## src/rtl/tone_slave_pkg.sv

```systemverilog
package tone_slave_pkg;
  localparam int ByteW = 8;
  localparam int VolW = 6;
  localparam int ToneW = 4;
  localparam int CntW = $clog2(ByteW + 1);

  // subaddress map (order matters for auto-increment)
  localparam logic [ByteW-1:0] SubVolL   = 8'h00;
  localparam logic [ByteW-1:0] SubVolR   = 8'h01;
  localparam logic [ByteW-1:0] SubBass   = 8'h02;
  localparam logic [ByteW-1:0] SubTreble = 8'h03;
  localparam logic [ByteW-1:0] SubSwitch = 8'h08;

  // switch byte field positions
  localparam int MuteBit   = 5;
  localparam int SpreadBit = 4;
  localparam int StereoBit = 3;
  localparam int SelHiBit  = 2;
  localparam int SelLoBit  = 1;

  localparam logic [VolW-1:0]  VolReset  = '0;
  localparam logic [ToneW-1:0] ToneFlat  = 4'h6;
  localparam logic [1:0]       SelReset  = 2'b11;
  localparam logic [1:0]       ModeReset = 2'b10;
  localparam logic [1:0]       ModeBad   = 2'b01;

  typedef enum logic [2:0] {
    BusIdle, BusAddr, BusSub, BusData, BusSkip
  } busState_t;

  typedef struct packed {
    logic             loadSub;
    logic             writeData;
    logic [ByteW-1:0] dataByte;
  } regStrobe_t;
endpackage

```

## src/rtl/bus_edge_detect.sv

```systemverilog
module bus_edge_detect #(
  parameter int SYNC_STAGES = 2  // must be 2 or more
) (
  input  logic clk,
  input  logic rstN,
  input  logic sclIn,
  input  logic sdaIn,
  output logic sdaNow,
  output logic sclRise,
  output logic sclFall,
  output logic startSeen,
  output logic stopSeen
);
  localparam int Top = SYNC_STAGES - 1;

  logic [Top:0] sclSync, sdaSync;
  logic sclPrev, sdaPrev, sclNow;

  always_ff @(posedge clk or negedge rstN) begin
    if (!rstN) begin
      sclSync <= '1;
      sdaSync <= '1;
      sclPrev <= 1'b1;
      sdaPrev <= 1'b1;
    end else begin
      sclSync <= {sclSync[Top-1:0], sclIn};
      sdaSync <= {sdaSync[Top-1:0], sdaIn};
      sclPrev <= sclSync[Top];
      sdaPrev <= sdaSync[Top];
    end
  end

  assign sclNow    = sclSync[Top];
  assign sdaNow    = sdaSync[Top];
  assign sclRise   = sclNow & ~sclPrev;
  assign sclFall   = ~sclNow & sclPrev;
  assign startSeen = sclNow & sclPrev & sdaPrev & ~sdaNow;
  assign stopSeen  = sclNow & sclPrev & ~sdaPrev & sdaNow;
endmodule

```

## src/rtl/i2c_slave_ctrl.sv

```systemverilog
module i2c_slave_ctrl
  import tone_slave_pkg::*;
#(
  parameter logic [6:0] DEV_ADDR = 7'h41
) (
  input  logic       clk,
  input  logic       rstN,
  input  logic       sdaNow,
  input  logic       sclRise,
  input  logic       sclFall,
  input  logic       startSeen,
  input  logic       stopSeen,
  output regStrobe_t stb,
  output logic       ackDrive
);
  busState_t        state, nextState;
  logic [CntW-1:0]  bitCnt;
  logic [ByteW-1:0] shiftReg;
  logic             ackPhase;
  logic             byteDone, accept;

  assign byteDone = sclFall && !ackPhase && (bitCnt == CntW'(ByteW)) && (state != BusIdle);

  always_comb begin
    accept    = 1'b0;
    nextState = state;
    case (state)
      BusAddr: begin
        accept    = (shiftReg == {DEV_ADDR, 1'b0});
        nextState = accept ? BusSub : BusSkip;
      end
      BusSub: begin
        accept    = 1'b1;
        nextState = BusData;
      end
      BusData: accept = 1'b1;
      default: accept = 1'b0;
    endcase
  end

  always_ff @(posedge clk or negedge rstN) begin
    if (!rstN) begin
      state    <= BusIdle;
      bitCnt   <= '0;
      shiftReg <= '0;
      ackPhase <= 1'b0;
      ackDrive <= 1'b0;
    end else if (startSeen) begin
      state    <= BusAddr;
      bitCnt   <= '0;
      ackPhase <= 1'b0;
      ackDrive <= 1'b0;
    end else if (stopSeen) begin
      state    <= BusIdle;
      bitCnt   <= '0;
      ackPhase <= 1'b0;
      ackDrive <= 1'b0;
    end else if (state != BusIdle) begin
      if (sclRise && !ackPhase && bitCnt < CntW'(ByteW)) begin
        shiftReg <= {shiftReg[ByteW-2:0], sdaNow};
        bitCnt   <= bitCnt + 1'b1;
      end else if (sclFall && ackPhase) begin
        ackPhase <= 1'b0;
        ackDrive <= 1'b0;
        bitCnt   <= '0;
      end else if (byteDone) begin
        ackPhase <= 1'b1;
        ackDrive <= accept;
        state    <= nextState;
      end
    end
  end

  assign stb.loadSub   = byteDone && (state == BusSub);
  assign stb.writeData = byteDone && (state == BusData);
  assign stb.dataByte  = shiftReg;


  ack_idle_chk: assert property (@(posedge clk) disable iff (!rstN)
    (state == BusIdle) |-> !ackDrive);


  ack_hold_chk: assert property (@(posedge clk) disable iff (!rstN)
    (ackDrive && !sclFall && !startSeen && !stopSeen) |=> ackDrive);


  bitcnt_range_chk: assert property (@(posedge clk) disable iff (!rstN)
    bitCnt <= CntW'(ByteW));


  idle_quiet_chk: assert property (@(posedge clk) disable iff (!rstN)
    (state == BusIdle && !startSeen) |=> !stb.writeData && !stb.loadSub);
endmodule

```

## src/rtl/ctrl_reg_bank.sv

```systemverilog
module ctrl_reg_bank
  import tone_slave_pkg::*;
(
  input  logic             clk,
  input  logic             rstN,
  input  regStrobe_t       stb,
  output logic [VolW-1:0]  volLeft,
  output logic [VolW-1:0]  volRight,
  output logic [ToneW-1:0] bassCode,
  output logic [ToneW-1:0] trebleCode,
  output logic [1:0]       inputSel,
  output logic [1:0]       stereoSel,
  output logic             muteOn,
  output logic             modeErr
);
  logic [ByteW-1:0] subAddr;
  logic [1:0]       newMode;
  logic             listed;

  assign newMode = {stb.dataByte[StereoBit], stb.dataByte[SpreadBit]};
  assign listed  = (subAddr == SubVolL) || (subAddr == SubVolR) || (subAddr == SubBass) ||
                   (subAddr == SubTreble) || (subAddr == SubSwitch);

  always_ff @(posedge clk or negedge rstN) begin
    if (!rstN) begin
      subAddr    <= SubVolL;
      volLeft    <= VolReset;
      volRight   <= VolReset;
      bassCode   <= ToneFlat;
      trebleCode <= ToneFlat;
      inputSel   <= SelReset;
      stereoSel  <= ModeReset;
      muteOn     <= 1'b1;
      modeErr    <= 1'b0;
    end else if (stb.loadSub) begin
      subAddr <= stb.dataByte;
    end else if (stb.writeData) begin
      case (subAddr)
        SubVolL: begin
          volLeft <= stb.dataByte[VolW-1:0];
          subAddr <= SubVolR;
        end
        SubVolR: begin
          volRight <= stb.dataByte[VolW-1:0];
          subAddr  <= SubBass;
        end
        SubBass: begin
          bassCode <= stb.dataByte[ToneW-1:0];
          subAddr  <= SubTreble;
        end
        SubTreble: begin
          trebleCode <= stb.dataByte[ToneW-1:0];
          subAddr    <= SubSwitch;
        end
        SubSwitch: begin
          muteOn    <= stb.dataByte[MuteBit];
          stereoSel <= newMode;
          inputSel  <= {stb.dataByte[SelHiBit], stb.dataByte[SelLoBit]};
          if (newMode == ModeBad) modeErr <= 1'b1;
        end
        default: ;
      endcase
    end
  end


  mute_release_chk: assert property (@(posedge clk) disable iff (!rstN)
    $fell(muteOn) |-> $past(stb.writeData && subAddr == SubSwitch));


  err_sticky_chk: assert property (@(posedge clk) disable iff (!rstN)
    modeErr |=> modeErr);


  inc_to_switch_chk: assert property (@(posedge clk) disable iff (!rstN)
    (stb.writeData && subAddr == SubTreble) |=> (subAddr == SubSwitch));


  unlisted_hold_chk: assert property (@(posedge clk) disable iff (!rstN)
    (stb.writeData && !listed) |=> ($stable(subAddr) && $stable(volLeft) && $stable(volRight) &&
      $stable(bassCode) && $stable(trebleCode) && $stable(muteOn) && $stable(stereoSel)));
endmodule

```

## src/rtl/tone_ctrl_slave.sv

```systemverilog
module tone_ctrl_slave
  import tone_slave_pkg::*;
#(
  parameter logic [6:0] DEV_ADDR    = 7'h41,
  parameter int         SYNC_STAGES = 2
) (
  input  logic             clk,
  input  logic             rstN,
  input  logic             sclIn,
  input  logic             sdaIn,
  output logic             sdaPullLow,
  output logic [VolW-1:0]  volLeft,
  output logic [VolW-1:0]  volRight,
  output logic [ToneW-1:0] bassCode,
  output logic [ToneW-1:0] trebleCode,
  output logic [1:0]       inputSel,
  output logic [1:0]       stereoSel,
  output logic             muteOn,
  output logic             modeErr
);
  logic sdaNow, sclRise, sclFall, startSeen, stopSeen;
  regStrobe_t stb;

  bus_edge_detect #(.SYNC_STAGES(SYNC_STAGES)) uEdge (
    .clk(clk), .rstN(rstN), .sclIn(sclIn), .sdaIn(sdaIn),
    .sdaNow(sdaNow), .sclRise(sclRise), .sclFall(sclFall),
    .startSeen(startSeen), .stopSeen(stopSeen)
  );

  i2c_slave_ctrl #(.DEV_ADDR(DEV_ADDR)) uCtrl (
    .clk(clk), .rstN(rstN), .sdaNow(sdaNow), .sclRise(sclRise), .sclFall(sclFall),
    .startSeen(startSeen), .stopSeen(stopSeen), .stb(stb), .ackDrive(sdaPullLow)
  );

  ctrl_reg_bank uRegs (
    .clk(clk), .rstN(rstN), .stb(stb),
    .volLeft(volLeft), .volRight(volRight), .bassCode(bassCode), .trebleCode(trebleCode),
    .inputSel(inputSel), .stereoSel(stereoSel), .muteOn(muteOn), .modeErr(modeErr)
  );
endmodule

```

## config.mk

```make
export PLATFORM = sky130hd
export DESIGN_NAME = tone_ctrl_slave
export DESIGN_NICKNAME = d
export VERILOG_FILES = /design/src/rtl/tone_slave_pkg.sv /design/src/rtl/bus_edge_detect.sv /design/src/rtl/i2c_slave_ctrl.sv /design/src/rtl/ctrl_reg_bank.sv /design/src/rtl/tone_ctrl_slave.sv
export SDC_FILE = /design/constraint.sdc
export NUM_CORES = 1
export LEC_CHECK = 0
export CORE_MARGIN = 10
export CORE_UTILIZATION = 50
export CTS_CLUSTER_DIAMETER = 200
export DETAILED_ROUTE_END_ITERATION = 10
export PLACE_DENSITY = 0.84
export SLEW_MARGIN = 40
export SYNTH_ARGS = -nofsm -noshare
export SYNTH_HDL_FRONTEND = slang
export SYNTH_HIERARCHICAL = 1
export SYNTH_SLANG_ARGS = --single-unit
```

## constraint.sdc

```tcl
create_clock -name clk -period 7.1 [get_ports clk]
set_clock_uncertainty 0.1 [all_clocks]
set_input_delay 1.42 -clock clk [delete_from_list [all_inputs] [get_ports clk]]
set_output_delay 1.42 -clock clk [all_outputs]
set_load 0.02 [all_outputs]
```

==> flow_summary.yaml, run 1 <==
timing:
  rsz0062_at_grt: "false"
  fin_tns_setup_ns: 0
  maxClockFrequency_ghz: 0.334
  hold_violations: 0
  setup_slack_ns: 4.11
  max_slew_margin: 0.538
  setup_violations: 0
  layout_min_cycle_time_ns: 2.99
  post-route-period-util: 0.421
  finalMaxSlewViolations: 0
  worst_pin_slew_ns: 0.693
run_status:
  status: "finished, final reports clean"
route:
  wl_per_cell_um: 15.8
  route.vias.total: 1573
  ant_nets: 0
  detail_route.first_pass.iterations: 4
  first_iter_violations: 111
  wirelength_um: 4620
  route.detailed.drc: 0
  vias_per_cell: 5.39
placed_design:
  port_buffers: 30
  gp_congestion: 0.770
  hpwl_um: 3120
  dpl_worst_slack_ns: 4.41
  postPlaceCellArea_sq_mm: 0.00283
layout:
  finish.utilization: 0.643
  drive_gt1_frac: 0.356
  diodes: 0
  nNetsFinal: 226
  final_cell_area_sq_mm: 0.00304
  area_growth_pct: 24.1
logic_synthesis:
  syn-instance-count: 179
  ys_ff_latch: 57
  yosysWarningCount: 6
  async_flop_share: 1.00
  synth_edf_count: 0
  synthDistinctLibCells: 44
  yosys-top-cells-area: "dfrtp_1 44%, mux2_2 18%, dfstp_2 15%"
  synthesis.nets: 185
  netlist.area_leader.share: 0.439
  avgSynthCellArea_sq_um: 13.7
  yosysTopAreaCell: "dfrtp_1"
  syn_area_sq_mm: 0.00245
  yosysSeqAreaShare: 0.589
  yosys_most_used_dff: "dfrtp_1"
clocking:
  cts.sink_count: 57
  numCtsBuffers: 9
  clockBufferDepth: 2
  post_cts_buffers: 0
  clk_pin_slew_ns: 0.06
  h-tree-depth: 3
  ctsResizeCount: 0
  clkLatencyLatePin_ns: 0.33
  cts-hold-fix-buffers: 0
  root_buffer: "clkbuf_8"
  cts_tree: "done"
worst_setup_path:
  crit_path_end_kind: "primary output"
  critPathKind: "reg -> out"
  critPathBufInv: 1
  worstPathRequired_ns: 5.58
  cp_data_arrival_time_ns: 1.47
  worst_path_dominant_cell_family: "buffers and inverters"
  crit_chain: "clkdlybuf4s50_1"
  startpoint_type: "register"
  worstPathMaxFanout: 2
  cp_slowest_cell: "clkdlybuf4s50_1"
  critical_path.max_stage_delay_ns: 0.60
job:
  drv_cap: 0
global_route:
  antenna_found_initial: 0
  grt_pass1_vias: 1672
  overflow: 0
  grt_max_degree: 58
  grt_pass1_wl_um: 8200
  grt.total_usage: 0.125
floorplan:
  core_area_sq_mm: 0.00472
  die_x_um: 90.0
  die-area_sq_mm: 0.00810
  die_y_um: 90.0
  num_io_pins: 31
  num_rows: 25
  start_util: 0.519
pwr:
  finalPower_uw: 788
  p_leak_nw: 1.38
  vdd_drop_max_uv: 229
  p_per_area_mw_per_mm2: 259
min_path:
  hold_path_class: "reg -> reg"
## power breakdown
part / leakage [nW] / internal, mW / switching (mW)
clock network: 0.106 / 0.196 / 0.126
registers: 0.729 / 0.353 / 0.0510
logic: 0.545 / 0.0358 / 0.0271
total: 1.38 / 0.584 / 0.204
## sequential cells by signal, indices dropped and copies added (netlist names)
register	cells
uRegs/stereoSel	2
uEdge/sdaPrev	1
uRegs/volLeft	6
uRegs/bassCode	4
uRegs/trebleCode	4
uEdge/sclPrev	1
uRegs/subAddr	8
uEdge/sclSync	2
uEdge/sdaSync	2
uCtrl/bitCnt	4
uCtrl/state	3
uRegs/volRight	6
uRegs/muteOn	1
uCtrl/shiftReg	8
uRegs/modeErr	1
uRegs/inputSel	2
uCtrl/ackDrive	1
uCtrl/ackPhase	1
## synth_stat cells, types with 2 or more instances
cell type / n
mux2_2: 39
nand4_1: 7
dfrtp_1: 43
nor4b_1: 2
nor3b_1: 2
nor2_1: 6
and4b_1: 3
o21ai_0: 2
nor2b_1: 7
dfstp_2: 14
ha_1: 2
a21oi_1: 2
a31oi_1: 3
inv_1: 7
o21bai_1: 2
nand2_1: 5
nor3_1: 2
nand3_1: 5
## metrics by stage
step,cells,hold slack [ns]
5_1_grt,292,0.262
2_1_floorplan,179,0.245
3_3_place_gp,276,0.246
3_5_place_dp,276,0.250
6_report,292,0.258
4_1_cts,292,0.259
## area by class of cell
type                       count  area [sq um]
inverter                       8          30.0
multi-input combinational    112           961
timing repair buffer          32           310
sequential                    57          1440
tap                           67          83.8
clock inverter                 6          82.6
fill                         341          1680
clock buffer                  10           128
## cell usage in the layout, fill, tap and decap left out, types with 3 or more instances in the layout
cell / synthesis / routed
clkdlybuf4s50_1: 0 / 29
nand4_1: 7 / 7
mux2_2: 39 / 39
and4b_1: 3 / 3
nor2b_1: 7 / 7
clkinv_2: 0 / 3
inv_1: 7 / 7
nand2_1: 5 / 5
nand3_1: 5 / 5
clkbuf_8: 0 / 9
nor2_1: 6 / 6
dfrtp_1: 43 / 43
dfstp_2: 14 / 14
a31oi_1: 3 / 3
## cell families after synthesis
group / Yosys count / synth area share
flip-flops: 57 / 0.589
AND/OR/NAND/NOR: 50 / 0.137
multiplexers: 41 / 0.188
AO/OA/AOI/OAI: 19 / 0.0572
buffers and inverters: 10 / 0.0184
adder cells (fa/ha/maj): 2 / 0.0102
## per-layer routing
| layer | GRT usage | vias up | part of all wire |
|---|---|---|---|
| met5 | 0 | - | 0 |
| met4 | 0.0756 | 0 | 0.020 |
| met3 | 0.0532 | 8 | 0.066 |
| met2 | 0.182 | 30 | 0.48 |
| met1 | 0.152 | 799 | 0.44 |
| li1 | - | 736 | - |
## final timing paths
path                                    from                   to  slack (ns)  cells past startpoint
setup / recovery           uRegs/bassCode[2]          bassCode[2]        4.11                      1
hold / removal              uEdge/sclSync[0]     uEdge/sclSync[1]        0.26                      0
setup reg to reg               uEdge/sclPrev     uRegs/volLeft[3]        4.41                      6
hold reg to reg             uEdge/sclSync[0]     uEdge/sclSync[1]        0.26                      0
max in group asynchronous               rstN      uCtrl/bitCnt[1]        5.32                      2
min in group asynchronous               rstN  uRegs/trebleCode[0]        1.12                      2
(Power assumes the default switching activity.)
==> run 2: changes to the inputs <==
clock period = 3.1 ns   (was 7.1 ns; I/O delays follow)
==> run 2 against run 1 <==
Compared with the run above: largest cell class unchanged; clock-buffer cell count increased by 1; register-to-register slack got worse by 3.9 ns; sequential share of layout area fell by 0.35 points; routed wire length grew 3.0%; critical path type is now reg -> reg.
==> flow_summary.yaml, run 2 (synthesized netlist as in run 1, its figures left out) <==
route:
  wl_per_cell_um: 16.3
  route.vias.total: 1559
  detail_route.first_pass.iterations: 4
  route.detailed.drc: 0
  ant_nets: 0
  vias_per_cell: 5.34
  wirelength_um: 4760
  first_iter_violations: 81
worst_setup_path:
  startpoint: "uCtrl/bitCnt[1]"
  crit_path_end_kind: "register"
  worstPathRequired_ns: 3.21
  worstPathMaxFanout: 6
  startpoint_type: "register"
  critPathKind: "reg -> reg"
  cp_data_arrival_time_ns: 2.73
  r2r_end: "uRegs/volLeft[1]"
  r2r-start: "uCtrl/bitCnt[1]"
  reg2reg_slack_ns: 0.48
  r2r_cells: 8
clocking:
  clkLatencyLatePin_ns: 0.33
  cts.sink_count: 57
  clockBufferDepth: 2
  numCtsBuffers: 9
  cts-hold-fix-buffers: 0
  h-tree-depth: 3
  root_buffer: "clkbuf_8"
  ctsResizeCount: 0
  post_cts_buffers: 0
  clk_pin_slew_ns: 0.07
  cts_tree: "done"
timing:
  maxClockFrequency_ghz: 0.381
  max_slew_margin: 0.591
  setup_violations: 0
  post-route-period-util: 0.846
  hold_violations: 0
  finalMaxSlewViolations: 0
  layout_min_cycle_time_ns: 2.62
  rsz0062_at_grt: "false"
  setup_slack_ns: 0.478
  worst_pin_slew_ns: 0.614
  fin_tns_setup_ns: 0
placed_design:
  port_buffers: 30
  dpl_worst_slack_ns: 0.502
  postPlaceCellArea_sq_mm: 0.00284
  gp_congestion: 0.854
  dp.cells: 276
  hpwl_um: 3440
floorplan:
  num_io_pins: 31
  die-area_sq_mm: 0.00810
  start_util: 0.519
  core_area_sq_mm: 0.00472
  die_x_um: 90.0
  die_y_um: 90.0
  num_rows: 25
pwr:
  p_leak_nw: 1.39
  p_per_area_mw_per_mm2: 597
  vdd_drop_max_uv: 390
global_route:
  grt.total_usage: 0.129
  antenna_found_initial: 0
  grt_pass1_vias: 1701
  grt_max_degree: 33
  overflow: 0
  grt_pass1_wl_um: 8420
min_path:
  hold_path_class: "in -> async"
layout:
  largestRegisters: "uCtrl/shiftReg (8), uRegs/subAddr (8)"
  fin_cells: 292
  register_area_sq_mm: 0.00144
  final_cell_area_sq_mm: 0.00306
  final_common_cell: "dfrtp_1"
  multi_input_area_sq_um: 961
  finish.utilization: 0.648
  area_growth_pct: 25.0
  drive_gt1_frac: 0.356
  mostFrequentLayoutCells: "43 x dfrtp_1, 39 x mux2_2, 29 x clkdlybuf4s50_1, 14 x dfstp_2, 10 x clkbuf_8"
  diodes: 0
  fill_cells: 347
  nNetsFinal: 226
run_status:
  status: "finished, final reports clean"
job:
  drv_cap: 0
run 2: cell type report:
| type | count | share of cell area |
|---|---|---|
| flip-flops and latches | 57 | 0.472 |
| multi-input cells | 112 | 0.314 |
| repair buffers | 32 | 0.105 |
| clock buffers | 11 | 0.0462 |
| well taps | 67 | 0.0274 |
| clock inverters | 5 | 0.0257 |
| inverters | 8 | 0.00981 |
run 2: metal layers:
metal  track usage  wire length (um)
met4        0.0703                63
met1         0.150              2090
met2         0.203              2380
met5             0                 0
met3        0.0457               224
run 2: power breakdown:
group	switching [mW]	internal (mW)
clock	0.281	0.473
sequential	0.113	0.809
combinational	0.0668	0.0836
run 2: worst max-delay path, cell delays in order (launching register included):
cell and delay, ns:
dfrtp_1 0.42, inv_1 0.07, ha_1 0.15, and4bb_2 0.26, and3b_1 0.22, and3_2 0.19
nor2b_1 0.32, nand4_1 0.38, mux2_2 0.40
run 2: worst max-delay path by stage:
stage                                   end  cells past startpoint
after floorplan            uRegs/volLeft[0]                      9
after global placement     uRegs/volLeft[1]                      8
after detailed placement  uRegs/volRight[5]                      8
after CTS                  uRegs/volLeft[1]                      8
after global routing       uRegs/volLeft[1]                      6
final                      uRegs/volLeft[1]                      8
run 2: metrics by stage:
step                      power, mW  hold WS, ns
after floorplan                1.01        0.224
after global placement         1.08        0.246
after detailed placement       1.09        0.249
after CTS                      1.85        0.209
after global routing           1.92        0.236
final                          1.83        0.211
==> run 3: changes to the inputs <==
CORE_UTILIZATION = 49   (was 50)
PLACE_DENSITY = 0.86   (was 0.84)
clock period = 2.1 ns   (was 3.1 ns; I/O delays follow)
==> run 3 against run 2 <==
Compared with the run above: the flow now finishes with violations (negative setup slack); power increased by 55%; worst hold slack improved by 0.045 ns; combinational power grew 100%; global-route usage is 0.96 points higher; first-iteration DRC count rose by 51%; register-to-register slack lost 0.61 ns; sequential share of layout area is 3.4 points lower; maximum frequency increased by 18%; highest routed layer unchanged.
==> flow_summary.yaml, run 3 (synthesized netlist as in run 1, its figures left out) <==
global_route:
  grt_max_degree: 58
  grt_pass1_wl_um: 9110
  antenna_found_initial: 0
  grt_pass1_vias: 1796
  grt.total_usage: 0.138
  overflow: 0
route:
  ant_nets: 0
  wirelength_um: 5310
  first_iter_violations: 122
  wl_per_cell_um: 17.0
  detail_route.first_pass.iterations: 4
  route.detailed.drc: 0
  route.vias.total: 1655
  vias_per_cell: 5.30
timing:
  post-route-period-util: 1.06
  rsz0062_at_grt: "true"
  worst_pin_slew_ns: 0.464
  maxClockFrequency_ghz: 0.449
  setup_slack_ns: -0.129
  layout_min_cycle_time_ns: 2.23
  hold_ws_ns: 0.256
  finalMaxSlewViolations: 0
  max_slew_margin: 0.688
  hold_violations: 0
  setup_violations: 27
layout:
  mostFrequentLayoutCells: "43 x dfrtp_1, 34 x mux2_2, 29 x clkdlybuf4s50_1, 16 x buf_4, 14 x dfstp_2"
  diodes: 0
  finish.utilization: 0.689
  largestRegisters: "uCtrl/shiftReg (8), uRegs/subAddr (8)"
  nNetsFinal: 246
  drive_gt1_frac: 0.429
  area_growth_pct: 34.6
  fill_cells: 311
  final_cell_area_sq_mm: 0.00330
  final_common_cell: "dfrtp_1"
clocking:
  clockBufferDepth: 2
  root_buffer: "clkbuf_8"
  h-tree-depth: 3
  numCtsBuffers: 9
  cts.sink_count: 57
  clkLatencyLatePin_ns: 0.33
  clk_pin_slew_ns: 0.06
  cts_tree: "done"
worst_setup_path:
  critPathBufInv: 1
  critPathKind: "reg -> reg"
  r2r-start: "uCtrl/bitCnt[1]"
  reg2reg_slack_ns: -0.13
  crit_cells: 8
  r2r_cells: 8
  cp_data_arrival_time_ns: 2.35
  worst_path_dominant_cell_family: "simple AND/OR/NAND/NOR gates"
  cp-endpoint: "uRegs/trebleCode[0]"
  worstPathMaxFanout: 6
  cp_slowest_cell: "dfrtp_1"
  startpoint: "uCtrl/bitCnt[1]"
  r2r_end: "uRegs/trebleCode[0]"
  crit_path_end_kind: "register"
  crit_chain: "inv_1, ha_2, and4bb_2, and3b_1, and3_4, nor2b_4, nand4_1, mux2_2"
  worstPathRequired_ns: 2.22
  critical_path.max_stage_delay_ns: 0.38
  startpoint_type: "register"
run_status:
  violations: "negative setup slack"
  status: "complete, but fails checks"
placed_design:
  gp_congestion: 0.842
  hpwl_um: 3300
  port_buffers: 30
  postPlaceCellArea_sq_mm: 0.00297
min_path:
  hold_depth: 0
  hold_path_class: "reg -> reg"
pwr:
  p_leak_nw: 1.52
  vdd_drop_max_uv: 579
  p_per_area_mw_per_mm2: 861
floorplan:
  num_rows: 25
  start_util: 0.512
  core_area_sq_mm: 0.00479
  die_y_um: 90.7
  num_io_pins: 31
  die_x_um: 90.7
  die-area_sq_mm: 0.00823
job:
  drv_cap: 0
## run 3: cell count changes in the layout (fill, tap and decap cells not counted), moves of 2 or more
cell	change
nor2b_1	-2
buf_6	+3
buf_4	+15
nor3b_2	+2
mux2_4	+5
mux2_2	-5
nor3b_1	-2
clkinv_2	-2
clkbuf_8	+2
## run 3: what timing repair did
| action | in CTS | in global routing |
|---|---|---|
| pin swaps | 5 | 4 |
| resized for setup | 6 | 10 |
| endpoints found under the setup margin | 25 | 34 |
| hold buffers | 1 | 0 |
| hold endpoints to repair | 43 | 0 |
| setup buffers | 2 | 1 |
## run 3: area by class of cell
cell class | instances | area, sq um | area share
tap | 67 | 83.8 | 0.0254
clock buffer | 14 | 173 | 0.0524
clock inverter | 2 | 60.1 | 0.0182
multi-input combinational | 112 | 1010 | 0.307
inverter | 8 | 30.0 | 0.00910
timing repair buffer | 52 | 494 | 0.150
sequential | 57 | 1440 | 0.438
## run 3: per-layer routing
metal  routed length [um]  GRT usage
met1                 2390      0.160
met5                    0          0
met2                 2640      0.223
met3                  202     0.0474
met4                   82     0.0690
## run 3: report_power, final
group / leakage (nW) / switching, mW / internal (mW) / total [mW]
clock network: 0.117 / 0.413 / 0.767 / 1.18
registers: 0.729 / 0.162 / 1.19 / 1.36
logic: 0.669 / 0.127 / 0.177 / 0.304
total: 1.52 / 0.703 / 2.14 / 2.84
## run 3: through the flow
step | setup slack, ns | setup TNS [ns] | instances | total power, mW
detailed placement | -0.112 | -2.10 | 292 | 1.64
global route | -0.249 | -6.11 | 312 | 2.97
CTS | -0.125 | -2.50 | 311 | 2.85
global placement | -0.0568 | -0.830 | 292 | 1.63
floorplan | -0.0865 | -1.31 | 179 | 1.49
finish | -0.129 | -2.70 | 312 | 2.84
## run 3: how the worst min path moves through the flow
stage	start	endpoint
2_1_floorplan	rstN	uCtrl/ackDrive
3_3_place_gp	uEdge/sdaSync[0]	uEdge/sdaSync[1]
3_5_place_dp	uEdge/sclSync[0]	uEdge/sclSync[1]
4_1_cts	uEdge/sclSync[0]	uEdge/sclSync[1]
5_1_grt	uEdge/sdaSync[0]	uEdge/sdaSync[1]
6_report	uEdge/sclSync[0]	uEdge/sclSync[1]
